--- config.mk ---
export PLATFORM = sky130hd
export DESIGN_NAME = cond_branch_unit
export DESIGN_NICKNAME = d
export VERILOG_FILES = /design/src/rtl/cond_branch_unit.sv
export SDC_FILE = /design/constraint.sdc
export NUM_CORES = 1
export LEC_CHECK = 0
export BUFFER_PORTS_ARGS = -buffer_cell sky130_fd_sc_hd__buf_2
export CORE_MARGIN = 4
export CORE_UTILIZATION = 30
export CTS_BUF_LIST = sky130_fd_sc_hd__clkbuf_2
export CTS_CLUSTER_DIAMETER = 60
export CTS_CLUSTER_SIZE = 28
export DETAILED_ROUTE_END_ITERATION = 10
export PLACE_DENSITY_LB_ADDON = 0.2
export SLEW_MARGIN = 10
export SYNTH_ARGS = -nofsm -noshare
export SYNTH_HDL_FRONTEND = slang
export SYNTH_SLANG_ARGS = --single-unit
--- constraint.sdc ---
create_clock -name clk -period 2.72 [get_ports clk]
set_clock_uncertainty 0.2 [all_clocks]
set_input_delay 0.272 -clock clk [delete_from_list [all_inputs] [get_ports clk]]
set_output_delay 0.272 -clock clk [all_outputs]
set_load 0.05 [all_outputs]
--- src/rtl/cond_branch_unit.sv ---
module cond_branch_unit #(
  parameter int DATA_W    = 32,
  parameter int REG_IDX_W = 5
) (
  input  logic                 clk,
  input  logic                 rst_n,
  input  logic                 instr_valid,
  input  logic [31:0]          instr,
  input  logic                 flag_z,
  input  logic                 flag_n,
  input  logic                 flag_v,
  input  logic                 flag_c,
  output logic [REG_IDX_W-1:0] rs_idx,
  input  logic [DATA_W-1:0]    rs_data,
  output logic                 redirect_valid,
  output logic [DATA_W-1:0]    redirect_addr,
  output logic                 wr_en,
  output logic [REG_IDX_W-1:0] wr_idx,
  output logic [DATA_W-1:0]    wr_data
);
  localparam int OFF_W = 14;
  localparam int ABS_W = 25;

  logic              in_grp, is_abs, is_rel, is_set;
  logic [3:0]        cond;
  logic              base_true, cond_true, br_taken;
  logic [DATA_W-1:0] abs_tgt, rel_tgt, cur_tgt;
  logic              pend_q;
  logic [DATA_W-1:0] tgt_q;
  logic              unused_bits;

  assign in_grp = instr[31:28] == 4'b1110;
  assign is_abs = in_grp & ~instr[1];
  assign is_rel = in_grp & instr[1] & instr[24];
  assign is_set = in_grp & instr[1] & ~instr[24];
  assign cond   = {instr[27:25], instr[0]};
  assign rs_idx = instr[18 +: REG_IDX_W];
  assign unused_bits = ^{instr[23], instr[17:16]};

  always_comb begin
    case (cond[3:1])
      3'd0: base_true = 1'b1;
      3'd1: base_true = flag_c & ~flag_z;
      3'd2: base_true = ~flag_c;
      3'd3: base_true = ~flag_z;
      3'd4: base_true = ~flag_v;
      3'd5: base_true = ~flag_n;
      3'd6: base_true = ~(flag_n ^ flag_v);
      default: base_true = ~flag_z & ~(flag_n ^ flag_v);
    endcase
  end
  assign cond_true = base_true ^ cond[0];

  assign abs_tgt = {{(DATA_W-ABS_W){1'b0}}, instr[ABS_W-1:2], 2'b00};
  assign rel_tgt = rs_data + {{(DATA_W-OFF_W-2){instr[OFF_W+1]}}, instr[OFF_W+1:2], 2'b00};
  assign cur_tgt = is_abs ? abs_tgt : rel_tgt;
  assign br_taken = instr_valid & (is_abs | is_rel) & cond_true;

  always_ff @(posedge clk) begin
    if (!rst_n) begin
      pend_q <= 1'b0;
      tgt_q  <= '0;
    end else if (instr_valid) begin
      pend_q <= br_taken;
      tgt_q  <= cur_tgt;
    end
  end

  assign redirect_valid = instr_valid & pend_q;
  assign redirect_addr  = tgt_q;
  assign wr_en   = instr_valid & is_set;
  assign wr_idx  = rs_idx;
  assign wr_data = {{(DATA_W-1){1'b0}}, cond_true};
endmodule


==> impl_metrics.env, run 1 <==
export IMPL_ys_warn_count=0
export IMPL_ys_seq_elements=33
export IMPL_syn_inst=470
export IMPL_first_pass_iters=4
export IMPL_p_clk_frac=0.134
export IMPL_r2r_cells=3
export IMPL_critPathMaxFanout=6
export IMPL_endpoint_kind="flop"
export IMPL_syn_area_sq_mm=0.00344
export IMPL_sequentialPowerShare=0.298
export IMPL_wl_per_cell_um=14.9
export IMPL_p_per_area_mw_per_mm2=421
export IMPL_synthArstFlopShare=0
export IMPL_cts_buffer_depth=2
export IMPL_path_cells="dlygate4sd3_1, buf_2, ha_2, nand2_2, or4_4, a21oi_2, o22ai_4, o31a_1, o211ai_1"
export IMPL_whs_ps=15.7
export IMPL_power_switching_mw=0.914
export IMPL_power_mw=1.87
export IMPL_required_ps=2850
export IMPL_wl_um=11200
export IMPL_synth_top_cell_area_share=0.192
export IMPL_cp_slowest_cell="dlygate4sd3_1"
export IMPL_ant_nets=0
export IMPL_io_buffer_count=115
export IMPL_drt_iter0_drc=189
export IMPL_crit_start="instr[11]"
export IMPL_post_route_util=0.402
export IMPL_switching_share=0.489
export IMPL_worstPathArrival_ps=2760
export IMPL_start_util=0.312
export IMPL_outcome="complete, no violations"
export IMPL_setup_violations=0
export IMPL_clk_pin_slew_ps=190
export IMPL_setup_tns_ps=0
export IMPL_grt_start_max_net_pins=57
export IMPL_ios=147
export IMPL_yosysTopAreaCell="dfxtp_1"
export IMPL_num_vias=3768
export IMPL_synth_seq_area_share=0.192
export IMPL_avgViaCountPerCell=5.02
export IMPL_dp_hpwl_um=9000
export IMPL_netlist_top_cells_area="dfxtp_1, ha_1, buf_4"
export IMPL_timing_fmax_mhz=381
export IMPL_synth_distinct_cells=63
export IMPL_min_period_ps=2630
export IMPL_final_hold_violation_count=0
export IMPL_die_area_sq_mm=0.0132
export IMPL_row_count=38
export IMPL_fp_dieW_um=115
export IMPL_gp_congestion=0.923
export IMPL_synth_edf_count=0
export IMPL_combPwrFrac=0.568
export IMPL_reg2reg_from="redirect_addr[5]$_SDFFE_PN0P_"
export IMPL_crit_path_start_kind="primary input"
export IMPL_fp_dieH_um=115
export IMPL_ir_worst_vdd_mv=0.225
export IMPL_worst_slew_pin_transition_ps=530
export IMPL_path_class="primary input to flop"
export IMPL_post_route_period_util=0.966
export IMPL_syn_to_final_growth_pct=28.9
export IMPL_core_area_sq_mm=0.0110
export IMPL_worstHoldPathCells=5
export IMPL_h_tree_depth=2
export IMPL_grt_pass1_vias=3619
export IMPL_overflow=0
export IMPL_drc=0
export IMPL_cts_tree="built"
export IMPL_max_stage_delay_ps=540
export IMPL_grt_pass1_wl_um=17500
export IMPL_grt_use_total=0.163
export IMPL_maxCapViolations=0
export IMPL_crit_end="redirect_addr[29]$_SDFFE_PN0P_"
export IMPL_fin_nets=710
export IMPL_numClockSinks=33
export IMPL_max_slew_margin_rel=0.646
export IMPL_hold_path_class="primary input to flop"
export IMPL_numCtsBuffers=5
export IMPL_reg2reg_to="redirect_addr[5]$_SDFFE_PN0P_"
export IMPL_p_int_mw=0.953
export IMPL_synth_avg_cell_area_sq_um=7.32
export IMPL_root_buffer="clkbuf_2"
export IMPL_rsz0062_at_grt="no"
export IMPL_clock_latency_ps=390
export IMPL_drive_gt1_frac=0.289
export IMPL_slew_violations=0
export IMPL_synth_flop_cell="dfxtp_1"
export IMPL_leakagePower_nw=2.04
export IMPL_r2r_slack_ps=1310
export IMPL_grt_antenna_before_repair=1
[worst min-delay path by stage]
stage	end	start
after floorplan	redirect_addr[11]$_SDFFE_PN0P_	instr[11]
after global placement	redirect_addr[31]$_SDFFE_PN0P_	redirect_addr[31]$_SDFFE_PN0P_
after detailed placement	redirect_addr[31]$_SDFFE_PN0P_	redirect_addr[31]$_SDFFE_PN0P_
after CTS	redirect_addr[20]$_SDFFE_PN0P_	instr[20]
after global routing	redirect_addr[4]$_SDFFE_PN0P_	instr[4]
final	redirect_addr[4]$_SDFFE_PN0P_	instr[4]
[metal layers]
metal / global-route usage / vias to the layer above / routed length, um
met5: 0 / - / 0
met2: 0.281 / 115 / 5240
met3: 0.0153 / 11 / 663
met1: 0.217 / 1726 / 5150
met4: 0.0454 / 0 / 165
li1: - / 1916 / -
[sequential cells by signal, indices dropped and copies added (netlist names)]
signal         count
redirect_addr     32
pend_q             1
[metrics by stage]
step	setup WS, ps	area [sq um]	cells
2_1_floorplan	157	3560	500
3_3_place_gp	-58.0	4110	719
3_5_place_dp	-87.0	4110	719
4_1_cts	20.5	4370	749
5_1_grt	0.900	4430	751
6_report	93.4	4430	751
[timing repair]
action                     in CTS  in global routing
resized for setup               0                 13
setup endpoints to repair       0                  9
setup buffers                   0                  1
hold buffers                   22                  0
hold endpoints to repair       22                  0
[cells in the final DEF (no fill, tap or decap), types with 3 or more instances in the layout]
cell,n
conb_1,31
a21oi_2,5
nor2b_1,7
a21o_1,4
a21oi_1,44
nand2b_1,8
ha_2,3
dlygate4sd3_1,22
xor2_1,9
buf_4,30
inv_1,11
nand2_1,56
and3_1,4
mux2i_1,3
o21ai_1,5
o21bai_1,6
nor3_1,4
a211oi_1,4
buf_2,115
o31ai_1,3
nand4_1,10
a31oi_1,14
clkbuf_2,6
nor4_1,4
o22ai_1,4
o211ai_1,5
o21ai_0,32
nor2_1,30
ha_1,26
nand3_1,13
xnor2_1,10
dfxtp_1,33
a311oi_1,7
[worst max-delay path, delay by kind of cell]
kind / cells / cell delay (ps)
AO/OA/AOI/OAI: 4 / 790
AND/OR/NAND/NOR: 2 / 630
adder cells (fa/ha/maj): 1 / 380
buffers and inverters: 2 / 670
[power by group through the flow]
stage / Combinational (mW) / Clock, mW / Sequential (mW)
5_1_grt: 1.15 / 0.280 / 0.564
2_1_floorplan: 0.610 / 0 / 0.734
4_1_cts: 1.04 / 0.262 / 0.558
3_3_place_gp: 1.01 / 0 / 0.567
6_report: 1.06 / 0.250 / 0.557
3_5_place_dp: 1.01 / 0 / 0.569
[logic make-up after synthesis]
logic type	synth area share
AOI/OAI and AO/OA	0.281
buffers and inverters	0.135
muxes	0.0120
xor gates and xnor gates	0.0484
other	0.00109
DFF	0.192
and+or+nand+nor	0.219
adders and majority gates	0.111
[Yosys cell counts, drive strengths merged (10+ instances only)]
| master | count |
|---|---|
| nand4 | 10 |
| ha | 29 |
| xnor2 | 10 |
| inv | 11 |
| nor2 | 31 |
| nand2 | 57 |
| a21oi | 49 |
| clkbuf | 14 |
| dfxtp | 33 |
| buf | 51 |
| nand3 | 15 |
| a31oi | 14 |
| o21ai | 37 |
[cell type report]
class	count	area [sq um]
fillers	1209	6600
multi-input cells	390	2490
repair buffers	167	1020
flip-flops and latches	33	661
well taps	140	175
inverters	12	45.0
clock buffers	6	30.0
clock inverters	2	10.0
diodes	1	2.50
No activity file was read; power rests on OpenSTA's default activity.
==> inputs of run 2 (changes only) <==
Settings changed: CORE_ASPECT_RATIO from default to 0.75.
==> impl_metrics.env, run 2 (synthesis results as in run 1) <==
export IMPL_fp_dieW_um=132
export IMPL_hold_start="instr[1]"
export IMPL_wl_um=11400
export IMPL_max_slew_margin_rel=0.647
export IMPL_drive_gt1_frac=0.293
export IMPL_cts_tree="built"
export IMPL_worstPathArrival_ps=2780
export IMPL_power_mw=1.98
export IMPL_numClockSinks=33
export IMPL_reg2reg_from="redirect_addr[13]$_SDFFE_PN0P_"
export IMPL_max_stage_delay_ps=560
export IMPL_timing_fmax_mhz=375
export IMPL_post_route_util=0.407
export IMPL_syn_to_final_growth_pct=31.1
export IMPL_cp_top_family="compound AO/OA/AOI/OAI gates"
export IMPL_maxCapViolations=0
export IMPL_fill_cells=1171
export IMPL_crit_path_start_kind="primary input"
export IMPL_r2r_cells=3
export IMPL_root_buffer="clkbuf_2"
export IMPL_avgViaCountPerCell=5.09
export IMPL_ir_worst_vdd_mv=0.173
export IMPL_die_area_sq_mm=0.0133
export IMPL_clk_pin_slew_ps=190
export IMPL_outcome="complete, no violations"
export IMPL_first_pass_iters=6
export IMPL_required_ps=2840
export IMPL_path_class="primary input to flop"
export IMPL_whs_endpoint="pend_q$_SDFFE_PN0P_"
export IMPL_grt_pass1_vias=3635
export IMPL_ant_nets=0
export IMPL_critPathMaxFanout=6
export IMPL_largest_register_ff_count=32
export IMPL_numCtsBuffers=5
export IMPL_fin_nets=715
export IMPL_slew_violations=0
export IMPL_endpoint_kind="flop"
export IMPL_drc=0
export IMPL_overflow=0
export IMPL_clock_latency_ps=400
export IMPL_leakagePower_nw=2.07
export IMPL_rsz0062_at_grt="yes"
export IMPL_core_area_sq_mm=0.0111
export IMPL_grt_start_max_net_pins=57
export IMPL_hold_path_class="primary input to flop"
export IMPL_io_buffer_count=115
export IMPL_setup_violations=0
export IMPL_final_cell_mix="buf_2, nand2_1, a21oi_1"
export IMPL_cts_setup_buffers=0
export IMPL_wl_per_cell_um=15.1
export IMPL_cts_buffer_depth=2
export IMPL_grt_pass1_wl_um=18200
export IMPL_cp_slowest_cell="or4_4"
export IMPL_num_antenna_cells=0
export IMPL_dp_hpwl_um=9060
export IMPL_crit_buf_inv=2
export IMPL_row_count=33
export IMPL_final_common_cell="buf_2"
export IMPL_grt_use_total=0.166
export IMPL_min_period_ps=2670
export IMPL_start_util=0.311
export IMPL_drt_iter0_drc=230
export IMPL_grt_antenna_before_repair=0
export IMPL_h_tree_depth=2
export IMPL_gp_congestion=0.880
export IMPL_fp_dieH_um=101
export IMPL_p_per_area_mw_per_mm2=438
export IMPL_path_cells="dlygate4sd3_1, buf_2, ha_2, nand2_2, or4_4, a21oi_4, o22ai_4, o31a_1, o211ai_1"
export IMPL_reg2reg_to="redirect_addr[13]$_SDFFE_PN0P_"
export IMPL_num_vias=3840
export IMPL_post_route_period_util=0.980
export IMPL_worstHoldPathCells=4
export IMPL_r2r_slack_ps=1280
export IMPL_final_hold_violation_count=0
export IMPL_ios=147
export IMPL_worst_slew_pin_transition_ps=527
## run 2: worst min-delay path, delay by kind of cell
family	cells	cell delay, ps
AOI/OAI and AO/OA	2	130
buffers and inverters	1	120
and+or+nand+nor	1	80
## run 2: timing repair
action,CTS,global route
resized for setup,0,15
hold buffers,23,0
hold endpoints to repair,19,0
endpoints found under the setup margin,0,9
## run 2: cell type report
class                           instances  area [sq um]  share of cell area
Multi-Input combinational cell        390          2500               0.555
Timing Repair Buffer                  172          1060               0.235
Sequential cell                        33           661               0.147
Tap cell                              140           175              0.0389
Inverter                               12          45.0             0.00999
Clock inverter                          3          41.3             0.00916
Clock buffer                            5          25.0             0.00555
## run 2: power breakdown
group	switching, mW	leakage [nW]	internal [mW]
clock	0.190	0.0366	0.152
combinational	0.711	1.76	0.364
sequential	0.0249	0.273	0.533
total	0.927	2.07	1.05
## run 2: worst max-delay path by stage
stage	from	endpoint	slack, ps	cells after the start
global route	instr[7]	redirect_addr[13]$_SDFFE_PN0P_	-5	10
CTS	instr[9]	redirect_addr[26]$_SDFFE_PN0P_	20	10
finish	instr[11]	redirect_addr[29]$_SDFFE_PN0P_	50	9
floorplan	instr[2]	redirect_addr[30]$_SDFFE_PN0P_	160	9
global placement	instr[2]	redirect_addr[30]$_SDFFE_PN0P_	-70	10
detailed placement	instr[2]	redirect_addr[30]$_SDFFE_PN0P_	-130	10
## run 2: stage by stage
step / worst slack (ps) / hold WS [ps] / cells / cell area (sq um) / TNS (ps)
4_1_cts: 16.7 / 12.3 / 755 / 4440 / 0
3_5_place_dp: -131 / 248 / 724 / 4150 / -133
6_report: 53.9 / 31.4 / 755 / 4510 / 0
2_1_floorplan: 157 / 227 / 500 / 3560 / 0
5_1_grt: -4.82 / 26.1 / 755 / 4510 / -6.07
3_3_place_gp: -66.8 / 242 / 724 / 4150 / -66.8
## run 2: layer usage
layer  vias to the layer above  wire length (um)  global-route usage
li1                       1929                 -                   -
met1                      1765              5460               0.236
met2                       138              5010               0.270
met3                         8               793              0.0240
met4                         0               108              0.0331
met5                         -                 0                   0
